`src/rtl/vls_pkg.sv`:
```
// Shared encodings for the vector load split buffer.
// Assumes the block size for unit-stride accesses is 16 bytes.
package vls_pkg;
    typedef enum logic [1:0] {
        KIND_UNIT   = 2'd0,
        KIND_STRIDE = 2'd1,
        KIND_INDEX  = 2'd2,
        KIND_INDEX2 = 2'd3
    } vls_kind_e;

    localparam int BLK_LSB   = 4;
    localparam int BLK_BYTES = 1 << BLK_LSB;
    localparam logic [2:0] SZ_BLOCK = 3'd4;
endpackage

```
`src/rtl/vls_piece_cnt.sv`:
```
// Computes how many pieces a record needs when it is taken.
// Unit-stride: 0, 1 or 2 block accesses depending on boundary crossing.
// Others: one piece slot per element (masked ones are skipped later).
// Assumes a unit-stride record spans at most one block's worth of bytes.
module vls_piece_cnt
    import vls_pkg::*;
#(
    parameter int CNT_W = 5
) (
    input  logic [1:0]         kind,
    input  logic [BLK_LSB-1:0] base_lo,
    input  logic [1:0]         esize,
    input  logic [CNT_W-1:0]   elem_cnt,
    output logic [CNT_W-1:0]   need
);
    localparam int BYTES_W = CNT_W + 3;

    logic [BYTES_W-1:0] span_bytes;
    logic [BYTES_W:0]   last_off;
    logic [CNT_W-1:0]   unit_need;

    // Byte span of a unit-stride record and the offset of its last byte.
    always_comb begin
        span_bytes = {3'b000, elem_cnt} << esize;
        last_off   = {{(BYTES_W + 1 - BLK_LSB){1'b0}}, base_lo} + {1'b0, span_bytes}
                     - (BYTES_W + 1)'(1);
        if (span_bytes == '0)
            unit_need = '0;
        else if (last_off >= (BYTES_W + 1)'(BLK_BYTES))
            unit_need = CNT_W'(2);
        else
            unit_need = CNT_W'(1);
    end

    // Select count by kind.
    always_comb begin
        need = (kind == KIND_UNIT) ? unit_need : elem_cnt;
    end
endmodule

```
`src/rtl/vls_addr_gen.sv`:
```
// Forms the address and size code of the piece at split index idx.
// Unit-stride: aligned block, plus one block for piece 1.
// Strided: base + idx*stride. Indexed: base + offset[idx].
// Assumes idx < MAX_ELEM whenever the result is used.
module vls_addr_gen
    import vls_pkg::*;
#(
    parameter int VA_W     = 32,
    parameter int MAX_ELEM = 16,
    parameter int CNT_W    = 5,
    parameter int EI_W     = 4
) (
    input  logic [1:0]               kind,
    input  logic [VA_W-1:0]          base,
    input  logic [VA_W-1:0]          stride,
    input  logic [MAX_ELEM*VA_W-1:0] offs_flat,
    input  logic [1:0]               esize,
    input  logic [CNT_W-1:0]         idx,
    output logic [VA_W-1:0]          addr,
    output logic [2:0]               size
);
    logic [VA_W-1:0] offs [MAX_ELEM];
    logic [VA_W-1:0] blk_addr;
    logic [VA_W-1:0] unit_addr;
    logic [VA_W-1:0] scaled;
    logic [EI_W-1:0] eidx;

    for (genvar g = 0; g < MAX_ELEM; g++) begin : g_offs
        assign offs[g] = offs_flat[g*VA_W +: VA_W];
    end

    // Candidate addresses for each kind.
    always_comb begin
        eidx      = idx[EI_W-1:0];
        blk_addr  = {base[VA_W-1:BLK_LSB], {BLK_LSB{1'b0}}};
        unit_addr = blk_addr + (idx[0] ? VA_W'(BLK_BYTES) : '0);
        scaled    = stride * VA_W'(idx);
    end

    // Kind select for address and size.
    always_comb begin
        unique case (kind)
            KIND_UNIT:   begin addr = unit_addr;           size = SZ_BLOCK;        end
            KIND_STRIDE: begin addr = base + scaled;       size = {1'b0, esize};   end
            default:     begin addr = base + offs[eidx];   size = {1'b0, esize};   end
        endcase
    end
endmodule

```
`src/rtl/vls_walk_ctl.sv`:
```
// Occupancy flag and split-index counter of the single entry.
// Flush has priority over everything; accept only arrives while free.
// The entry frees on the edge where the last piece advances, or
// one cycle after acceptance if no pieces are needed.
module vls_walk_ctl #(
    parameter int CNT_W = 5
) (
    input  logic             clk,
    input  logic             rst_n,
    input  logic             accept,
    input  logic             flush,
    input  logic             advance,
    input  logic [CNT_W-1:0] need,
    output logic             busy,
    output logic [CNT_W-1:0] idx
);
    logic [CNT_W-1:0] idx_nx;

    // Next split index.
    always_comb begin
        idx_nx = idx + CNT_W'(1);
    end

    // Occupancy and counter update.
    always_ff @(posedge clk) begin
        if (!rst_n) begin
            busy <= 1'b0;
            idx  <= '0;
        end else if (flush) begin
            busy <= 1'b0;
            idx  <= '0;
        end else if (accept) begin
            busy <= 1'b1;
            idx  <= '0;
        end else if (busy) begin
            if (idx >= need) begin
                busy <= 1'b0;
                idx  <= '0;
            end else if (advance) begin
                if (idx_nx >= need) begin
                    busy <= 1'b0;
                    idx  <= '0;
                end else begin
                    idx <= idx_nx;
                end
            end
        end
    end
endmodule

```
`src/rtl/vld_split_buf.sv`:
```
// Single-entry vector load split buffer.
// Takes one decoded record, issues its pieces to a scalar load pipeline
// one per handshake, skips masked-off elements and drops the record on
// a redirect from an older instruction. Age tags are assumed not to wrap
// while a record is held.
module vld_split_buf
    import vls_pkg::*;
#(
    parameter int VA_W     = 32,
    parameter int MAX_ELEM = 16,
    parameter int AGE_W    = 8,
    parameter int MBID_W   = 4,
    localparam int CNT_W   = $clog2(MAX_ELEM + 1),
    localparam int EI_W    = $clog2(MAX_ELEM)
) (
    input  logic                     clk,
    input  logic                     rst_n,
    input  logic                     in_valid,
    output logic                     in_ready,
    input  logic [1:0]               in_kind,
    input  logic [VA_W-1:0]          in_base,
    input  logic [VA_W-1:0]          in_stride,
    input  logic [MAX_ELEM*VA_W-1:0] in_offsets,
    input  logic [MAX_ELEM-1:0]      in_mask,
    input  logic [CNT_W-1:0]         in_elem_cnt,
    input  logic [1:0]               in_esize,
    input  logic [AGE_W-1:0]         in_age,
    input  logic [MBID_W-1:0]        in_mbid,
    input  logic                     redir_valid,
    input  logic [AGE_W-1:0]         redir_age,
    output logic                     out_valid,
    input  logic                     out_ready,
    output logic [VA_W-1:0]          out_addr,
    output logic [2:0]               out_size,
    output logic [EI_W-1:0]          out_idx,
    output logic [MBID_W-1:0]        out_mbid
);
    logic [1:0]               ent_kind;
    logic [VA_W-1:0]          ent_base;
    logic [VA_W-1:0]          ent_stride;
    logic [MAX_ELEM*VA_W-1:0] ent_offs;
    logic [MAX_ELEM-1:0]      ent_mask;
    logic [CNT_W-1:0]         ent_need;
    logic [1:0]               ent_esize;
    logic [AGE_W-1:0]         ent_age;
    logic [MBID_W-1:0]        ent_mbid;

    logic [CNT_W-1:0] need_in;
    logic [CNT_W-1:0] idx;
    logic             busy;
    logic             accept;
    logic             flush;
    logic             pending;
    logic             elem_on;
    logic             advance;

    vls_piece_cnt #(.CNT_W(CNT_W)) cnt_i (
        .kind     (in_kind),
        .base_lo  (in_base[BLK_LSB-1:0]),
        .esize    (in_esize),
        .elem_cnt (in_elem_cnt),
        .need     (need_in)
    );

    // Capture the record on acceptance.
    always_ff @(posedge clk) begin
        if (!rst_n) begin
            ent_kind   <= '0;
            ent_base   <= '0;
            ent_stride <= '0;
            ent_offs   <= '0;
            ent_mask   <= '0;
            ent_need   <= '0;
            ent_esize  <= '0;
            ent_age    <= '0;
            ent_mbid   <= '0;
        end else if (accept) begin
            ent_kind   <= in_kind;
            ent_base   <= in_base;
            ent_stride <= in_stride;
            ent_offs   <= in_offsets;
            ent_mask   <= in_mask;
            ent_need   <= need_in;
            ent_esize  <= in_esize;
            ent_age    <= in_age;
            ent_mbid   <= in_mbid;
        end
    end

    // Handshake, flush and skip decisions.
    always_comb begin
        in_ready  = !busy;
        accept    = in_valid && in_ready;
        flush     = busy && redir_valid && (ent_age > redir_age);
        pending   = busy && !flush && (idx < ent_need);
        elem_on   = (ent_kind == KIND_UNIT) || ent_mask[idx[EI_W-1:0]];
        out_valid = pending && elem_on;
        advance   = pending && (!elem_on || out_ready);
        out_idx   = idx[EI_W-1:0];
        out_mbid  = ent_mbid;
    end

    vls_walk_ctl #(.CNT_W(CNT_W)) walk_i (
        .clk     (clk),
        .rst_n   (rst_n),
        .accept  (accept),
        .flush   (flush),
        .advance (advance),
        .need    (ent_need),
        .busy    (busy),
        .idx     (idx)
    );

    vls_addr_gen #(
        .VA_W     (VA_W),
        .MAX_ELEM (MAX_ELEM),
        .CNT_W    (CNT_W),
        .EI_W     (EI_W)
    ) addr_i (
        .kind      (ent_kind),
        .base      (ent_base),
        .stride    (ent_stride),
        .offs_flat (ent_offs),
        .esize     (ent_esize),
        .idx       (idx),
        .addr      (out_addr),
        .size      (out_size)
    );
endmodule

```
`config.mk`:
```
export PLATFORM = sky130hd
export DESIGN_NAME = vld_split_buf
export DESIGN_NICKNAME = d
export VERILOG_FILES = /design/src/rtl/vls_pkg.sv /design/src/rtl/vls_piece_cnt.sv /design/src/rtl/vls_addr_gen.sv /design/src/rtl/vls_walk_ctl.sv /design/src/rtl/vld_split_buf.sv
export SDC_FILE = /design/constraint.sdc
export NUM_CORES = 2
export LEC_CHECK = 0
export ABC_AREA = 1
export BUFFER_PORTS_ARGS = -buffer_cell sky130_fd_sc_hd__buf_2
export CORE_MARGIN = 1
export CORE_UTILIZATION = 50
export CTS_CLUSTER_DIAMETER = 120
export CTS_CLUSTER_SIZE = 25
export DETAILED_ROUTE_END_ITERATION = 10
export GPL_ROUTABILITY_DRIVEN = 0
export PLACE_DENSITY = 0.73
export SLEW_MARGIN = 10
export SYNTH_ARGS = -nofsm -noshare
export SYNTH_HDL_FRONTEND = slang
export SYNTH_SLANG_ARGS = --single-unit
```
`constraint.sdc`:
```
create_clock -name clk -period 6.5 [get_ports clk]
set_input_delay 0.65 -clock clk [delete_from_list [all_inputs] [get_ports clk]]
set_output_delay 0.65 -clock clk [all_outputs]
set_load 0.1 [all_outputs]
```
# Word level (Yosys, flattened, before mapping)
# Cells that the tools add are included.
# op_classes
addsub	6
n_mul	1
magnitude_cmp	7
eq_ne	1
shift	1
muxes	19
bitwise	2
n_reduce_logical	19
# ops
cell	count
$bmux W32 S4	1
$add A32 B32 Y32	3
$mux W32	2
$pmux W32 S2	1
$mul A32 B5 Y32	1
$mux W5	6
$ge A5 B5 Y1	2
$add A4 B8 Y9	1
$ge A9 B5 Y1 const B	1
$sub A9 B1 Y9 const B	1
$gt A8 B8 Y1	1
$logic_not A8 Y1	1
$shl A5 B2 Y8	1
$logic_and A1 B1 Y1	7
$mux W1	6
$add A5 B1 Y5 const B	1
$ge A5 B5 Y1 const B	1
$lt A4 B5 Y1 const B	1
$lt A5 B5 Y1	1
$not A4 Y5	1
$bmux W1 S4	1
$logic_not A2 Y1	2
$logic_not A1 Y1	3
$mux W3	1
other kinds (8)	9
# word_totals
ff_bits	619
elab_cells	67

# Logic depth before layout (Yosys ltp)
# depth
ltp_word	10
depth_mapped	24
ltp_nobuf	19

# Hierarchy
# A second synthesis with hierarchy kept.
# unflattened
cells_unflattened	5453
area_unflattened_um2	36462.5
# modules_own_cells
mod	n_inst	cells_per_inst	area_each_um2	seq_area_each_um2
vld_split_buf	1	2745	21456.8	12271.8
vls_addr_gen	1	2484	13709.4	0.0
vls_piece_cnt	1	126	675.6	0.0
vls_walk_ctl	1	98	620.6	120.1

# Least setup slack after synthesis
# No wires, ideal clock.
# synth_timing
path_type	reg2out
start	reg walk_i.idx[0]
end	out out_addr[6]
t_arrival_ns	5.219
path_slack_ns	0.631
stages_incl_launch_ff	19
path_buffers	5
cell_sequence	dfxtp_1 buf_6 buf_8 buf_4 buf_2 buf_2 nand2_1 fa_1 inv_1 fa_1 inv_1 fa_1 inv_1 ha_1 a21oi_1 o21ai_2 nand2_1 nand3_1 o211ai_1
# synth_between
elab_chain_len	6
elab_cells_between_ends	10
classes_between	3 x add/sub; 1 x mul; 5 x mux; 1 x bitwise
# synth_lines
element	line_no	text
from (decl)	vls_walk_ctl.sv:15	output logic [CNT_W-1:0] idx
from (signal assigned)	vls_walk_ctl.sv:44	idx <= idx_nx;
parallel branches: the longest is 5 deep, another holds $mul A32 B5 Y32	n/a	
$pmux W32 S2 *	vls_addr_gen.sv:42	unique case (kind)
to (decl)	vld_split_buf.sv:33	output logic [VA_W-1:0] out_addr,
# Every way passes the cells marked *. The select of a mux whose other input is x is not followed.

# Worst setup path in the final report
# layout_timing
start	reg walk_i.idx[0]
end	out out_addr[16]
# The elaborated chain is that of the path after synthesis.

==> results.toml <==
[setup_path]
critPathArrivalTime_ns = 5.62
r2r_end = "ent_offs[128]$_SDFFE_PN0P_"
worstSetupPathType = "flip-flop to output pin"
worst_setup_path_start_kind = "flip-flop"
count_of_cells_along_the_worst_register_to_register_path = 6
critical_path.endpoint_type = "output pin"
timing.critical_path.slowest_stage_cell = "sky130_fd_sc_hd__dfxtp_4"
critical_path.top_delay_family = "compound AO/OA/AOI/OAI gates"
timing.rr.start = "walk_i.busy$_SDFF_PP0_"
path_common_cell = "sky130_fd_sc_hd__nand2_1"
crit_path_max_fanout = 178
max_stage_delay_ns = 0.71
path_cells = "buf_12, o21ai_0, o22ai_1, o211ai_1, nand2_1, ha_1, inv_1, fa_1, o21ai_1, a21oi_1, inv_1, nand2_1, nand2_1, nand2_1, nand3b_1, nand3_1, nand3_1, buf_2"
cp_num_buf_inv = 4
required_ns = 5.85
setup_slack_of_the_worst_register_to_register_path_ns = 3.16

[yosys]
net_count_after_synthesis = 6034
count_of_unique_library_cells_instantiated_by_yosys = 48
ys_async_sr_fraction_pct = 0
ys.warnings.count = 0
most_common_cell_in_the_synthesized_netlist = "sky130_fd_sc_hd__nor2_1"
synth.top_cells.by_count = "1538 x sky130_fd_sc_hd__nor2_1, 936 x sky130_fd_sc_hd__o21ai_0, 619 x sky130_fd_sc_hd__dfxtp_1, 478 x sky130_fd_sc_hd__nand2_1, 384 x sky130_fd_sc_hd__inv_1"
number_of_enable_flip_flop_cells_after_synthesis = 0
yosysTopAreaCellShare_pct = 35.2
yosys-top-cells-area = "sky130_fd_sc_hd__dfxtp_1 35%, sky130_fd_sc_hd__nor2_1 16%, sky130_fd_sc_hd__o21ai_0 13%"
syn_avg_cell_area_sq_um = 6.79
synthesis.instances = 5193
ys_ff_latch = 619
seq_area_frac_synth_pct = 35.2
most_instantiated_flip_flop_cell_in_the_synthesis_netlist = "sky130_fd_sc_hd__dfxtp_1"
synthesis.area_sq_um = 35300
synth.largest_area_cell = "sky130_fd_sc_hd__dfxtp_1"

[clock_tree]
clock_tree_from_tritoncts = "done"
clkLatencyLatePin_ns = 0.68
clkSinkCount = 619
cts_made_buffers = 29
cts_max_level = 1
longest_clk_path_bufs = 3
cts.reportedPaths.clkPinSlew_ns = 0.12
cts_root_buffer = "sky130_fd_sc_hd__clkbuf_16"

[worst_hold_path]
hold-path-cell-count = 3
min_delay_worst_endpoint = "ent_offs[487]$_SDFFE_PN0P_"
min-delay-path-class = "primary input to flip-flop"
worstHoldStart = "in_offsets[487]"

[routing]
drt_pass1_iterations = 8
vias = 37100
route.antenna.remaining_nets = 0
wl_per_cell_um = 20.5
remaining_drc_errors = 0
avgViaCountPerCell = 5.68
initialDrtViolationCount = 3667
final_routed_wirelength_mm = 134

[global_routing]
grt_antenna_before_repair = 11
globalRouteOverflowTotal = 0
maximum_number_of_pins_on_one_net_before_global_route_repair = 218
first_pass_grt_wire_length_mm = 198
grt_pass1_vias = 34000
gr-usage-all-layers_pct = 36.4

[timing]
final-max-slew-violation-count = 0
timing.final.crit_period_ns = 6.27
max_freq_mhz = 159
share_of_the_clock_period_used_by_the_worst_path_pct = 96.5
worst_pin_slew_ns = 1.05
finalSetupViolCount = 0
final_hold_viol_count = 0
totalNegativeSetupSlack_ns = 0
slew_headroom_pct = 30.3
finalClockSkew_ns = 0.0453
setup_repair_after_global_routing_missed_its_margin = "no"

[floorplanning]
top_level_ports = 671
initial_core_utilization_pct = 50.9
chip_width_um = 268
fp-row-count = 96
core_area_sq_um = 69200
die_area_sq_um = 71600
die_height_um = 268

[power]
design_power_total_w = 0.00917
power_density_nw_per_um2 = 231
vdd_drop_max_uv = 266
power.static_leakage_nw = 18.8

[cells_and_area]
final_core_util_pct = 57.3
syn_to_final_growth_pct = 12.5
finalNetCount = 6440
final_layout_size_suffix_gt1_share_pct = 14.2

[run_status]
outcome = "finished clean"

[place]
port_buffer_count = 670
dpl.hpwl_mm = 102

[job]
max_cap_viol_count = 0
==> worst max-delay path by stage <==
stage               slack, ns                       start           end  cells after the start
global placement         1.01  walk_i.idx[1]$_SDFFE_PP0P_  out_addr[20]                     17
global route             0.05  walk_i.idx[0]$_SDFFE_PP0P_  out_addr[30]                     18
finish                   0.23  walk_i.idx[0]$_SDFFE_PP0P_  out_addr[16]                     18
floorplan                0.63  walk_i.idx[0]$_SDFFE_PP0P_   out_addr[6]                     18
detailed placement       0.96  walk_i.idx[1]$_SDFFE_PP0P_  out_addr[20]                     17
CTS                      0.21  walk_i.idx[1]$_SDFFE_PP0P_  out_addr[20]                     17
==> state kept, by name (all words and copies together) (netlist names) <==
signal,count
out_mbid,4
ent_esize,2
ent_age,8
ent_offs,512
walk_i.busy,1
ent_kind,2
ent_stride,32
ent_need,5
walk_i.idx,5
ent_base,32
ent_mask,16
==> area by class of cell <==
cell class	count	area [sq um]
repair buffers	715	3800
clock buffers	31	743
fillers	6882	29500
inverters	393	1490
multi-input cells	3841	20000
clock inverters	4	56.3
flip-flops and latches	619	12400
diodes	7	17.5
well taps	931	1160
==> where the power goes <==
part | total, W | internal (W) | switching [W]
Clock | 0.00214 | 0.000832 | 0.00131
Sequential | 0.00441 | 0.00415 | 0.000256
Combinational | 0.00262 | 0.000779 | 0.00184
==> kinds of logic after synthesis <==
group	after synthesis	share of synthesized area (%)
mux	1	0.0284
compound gates	1326	20.5
buf+inv	733	8.17
fa+ha+maj	215	10.1
xor+xnor	16	0.398
flops	619	35.2
simple gates	2283	25.7
==> worst reg2reg max path: stages, from the launching register on <==
cell,delay [ns]
sky130_fd_sc_hd__dfxtp_1,0.64
sky130_fd_sc_hd__inv_1,0.17
sky130_fd_sc_hd__nand2_4,0.35
sky130_fd_sc_hd__buf_4,0.62
sky130_fd_sc_hd__buf_4,0.80
sky130_fd_sc_hd__o21ai_0,0.48
sky130_fd_sc_hd__nor2_1,0.18
==> what timing repair did <==
item / in CTS / in global routing
setup buffers: 0 / 1
endpoints found under the setup margin: 0 / 6
gates resized for setup: 0 / 0
hold endpoints to repair: 0 / 0
hold buffers: 0 / 0
==> through the flow <==
step | cells | hold slack (ns) | area [sq um] | worst slack [ns]
3_3_place_gp | 6498 | 0.442 | 38800 | 1.01
4_1_cts | 6533 | 0.201 | 39600 | 0.209
2_1_floorplan | 5193 | 0.429 | 35300 | 0.631
3_5_place_dp | 6498 | 0.447 | 38800 | 0.960
6_report | 6541 | 0.223 | 39700 | 0.228
5_1_grt | 6538 | 0.231 | 39700 | 0.0526
==> metal layers <==
layer	wire length [um]	part of all wire (%)	vias up	track usage [%]
li1	-	-	17700	-
met1	51900	39	17300	45.8
met2	61700	46	1756	59.8
met3	11900	8.9	316	5.16
met4	8650	6.4	10	20.5
met5	62	0.046	-	0
==> layout by cell type, fill, tap and decap left out, types with 3 or more instances in the layout <==
cell / instances
sky130_fd_sc_hd__and3_1: 3
sky130_fd_sc_hd__clkinv_1: 3
sky130_fd_sc_hd__nand4_1: 34
sky130_fd_sc_hd__a21o_1: 5
sky130_fd_sc_hd__dfxtp_1: 615
sky130_fd_sc_hd__nand3b_1: 13
sky130_fd_sc_hd__nor2_2: 7
sky130_fd_sc_hd__ha_1: 100
sky130_fd_sc_hd__a21oi_1: 160
sky130_fd_sc_hd__inv_2: 3
sky130_fd_sc_hd__clkbuf_16: 29
sky130_fd_sc_hd__nand2_1: 477
sky130_fd_sc_hd__fa_1: 115
sky130_fd_sc_hd__xnor2_1: 6
sky130_fd_sc_hd__nand2_2: 3
sky130_fd_sc_hd__nor3_1: 22
sky130_fd_sc_hd__nor2_1: 1537
sky130_fd_sc_hd__o211ai_1: 40
sky130_fd_sc_hd__o21ai_2: 4
sky130_fd_sc_hd__a31oi_1: 3
sky130_fd_sc_hd__nand3_1: 161
sky130_fd_sc_hd__nand2_4: 4
sky130_fd_sc_hd__o21ai_1: 23
sky130_fd_sc_hd__o221ai_1: 91
sky130_fd_sc_hd__o21ai_0: 936
sky130_fd_sc_hd__inv_1: 384
sky130_fd_sc_hd__a21boi_0: 7
sky130_fd_sc_hd__dfxtp_4: 3
sky130_fd_sc_hd__buf_2: 669
sky130_fd_sc_hd__o22ai_1: 37
sky130_fd_sc_hd__o21a_1: 3
sky130_fd_sc_hd__diode_2: 7
sky130_fd_sc_hd__or2_2: 15
sky130_fd_sc_hd__inv_8: 3
sky130_fd_sc_hd__buf_4: 37
sky130_fd_sc_hd__o21bai_1: 10
sky130_fd_sc_hd__buf_12: 8
sky130_fd_sc_hd__nor4_1: 3
sky130_fd_sc_hd__a211oi_1: 4
sky130_fd_sc_hd__xor2_1: 10
(Power assumes the default switching activity.)
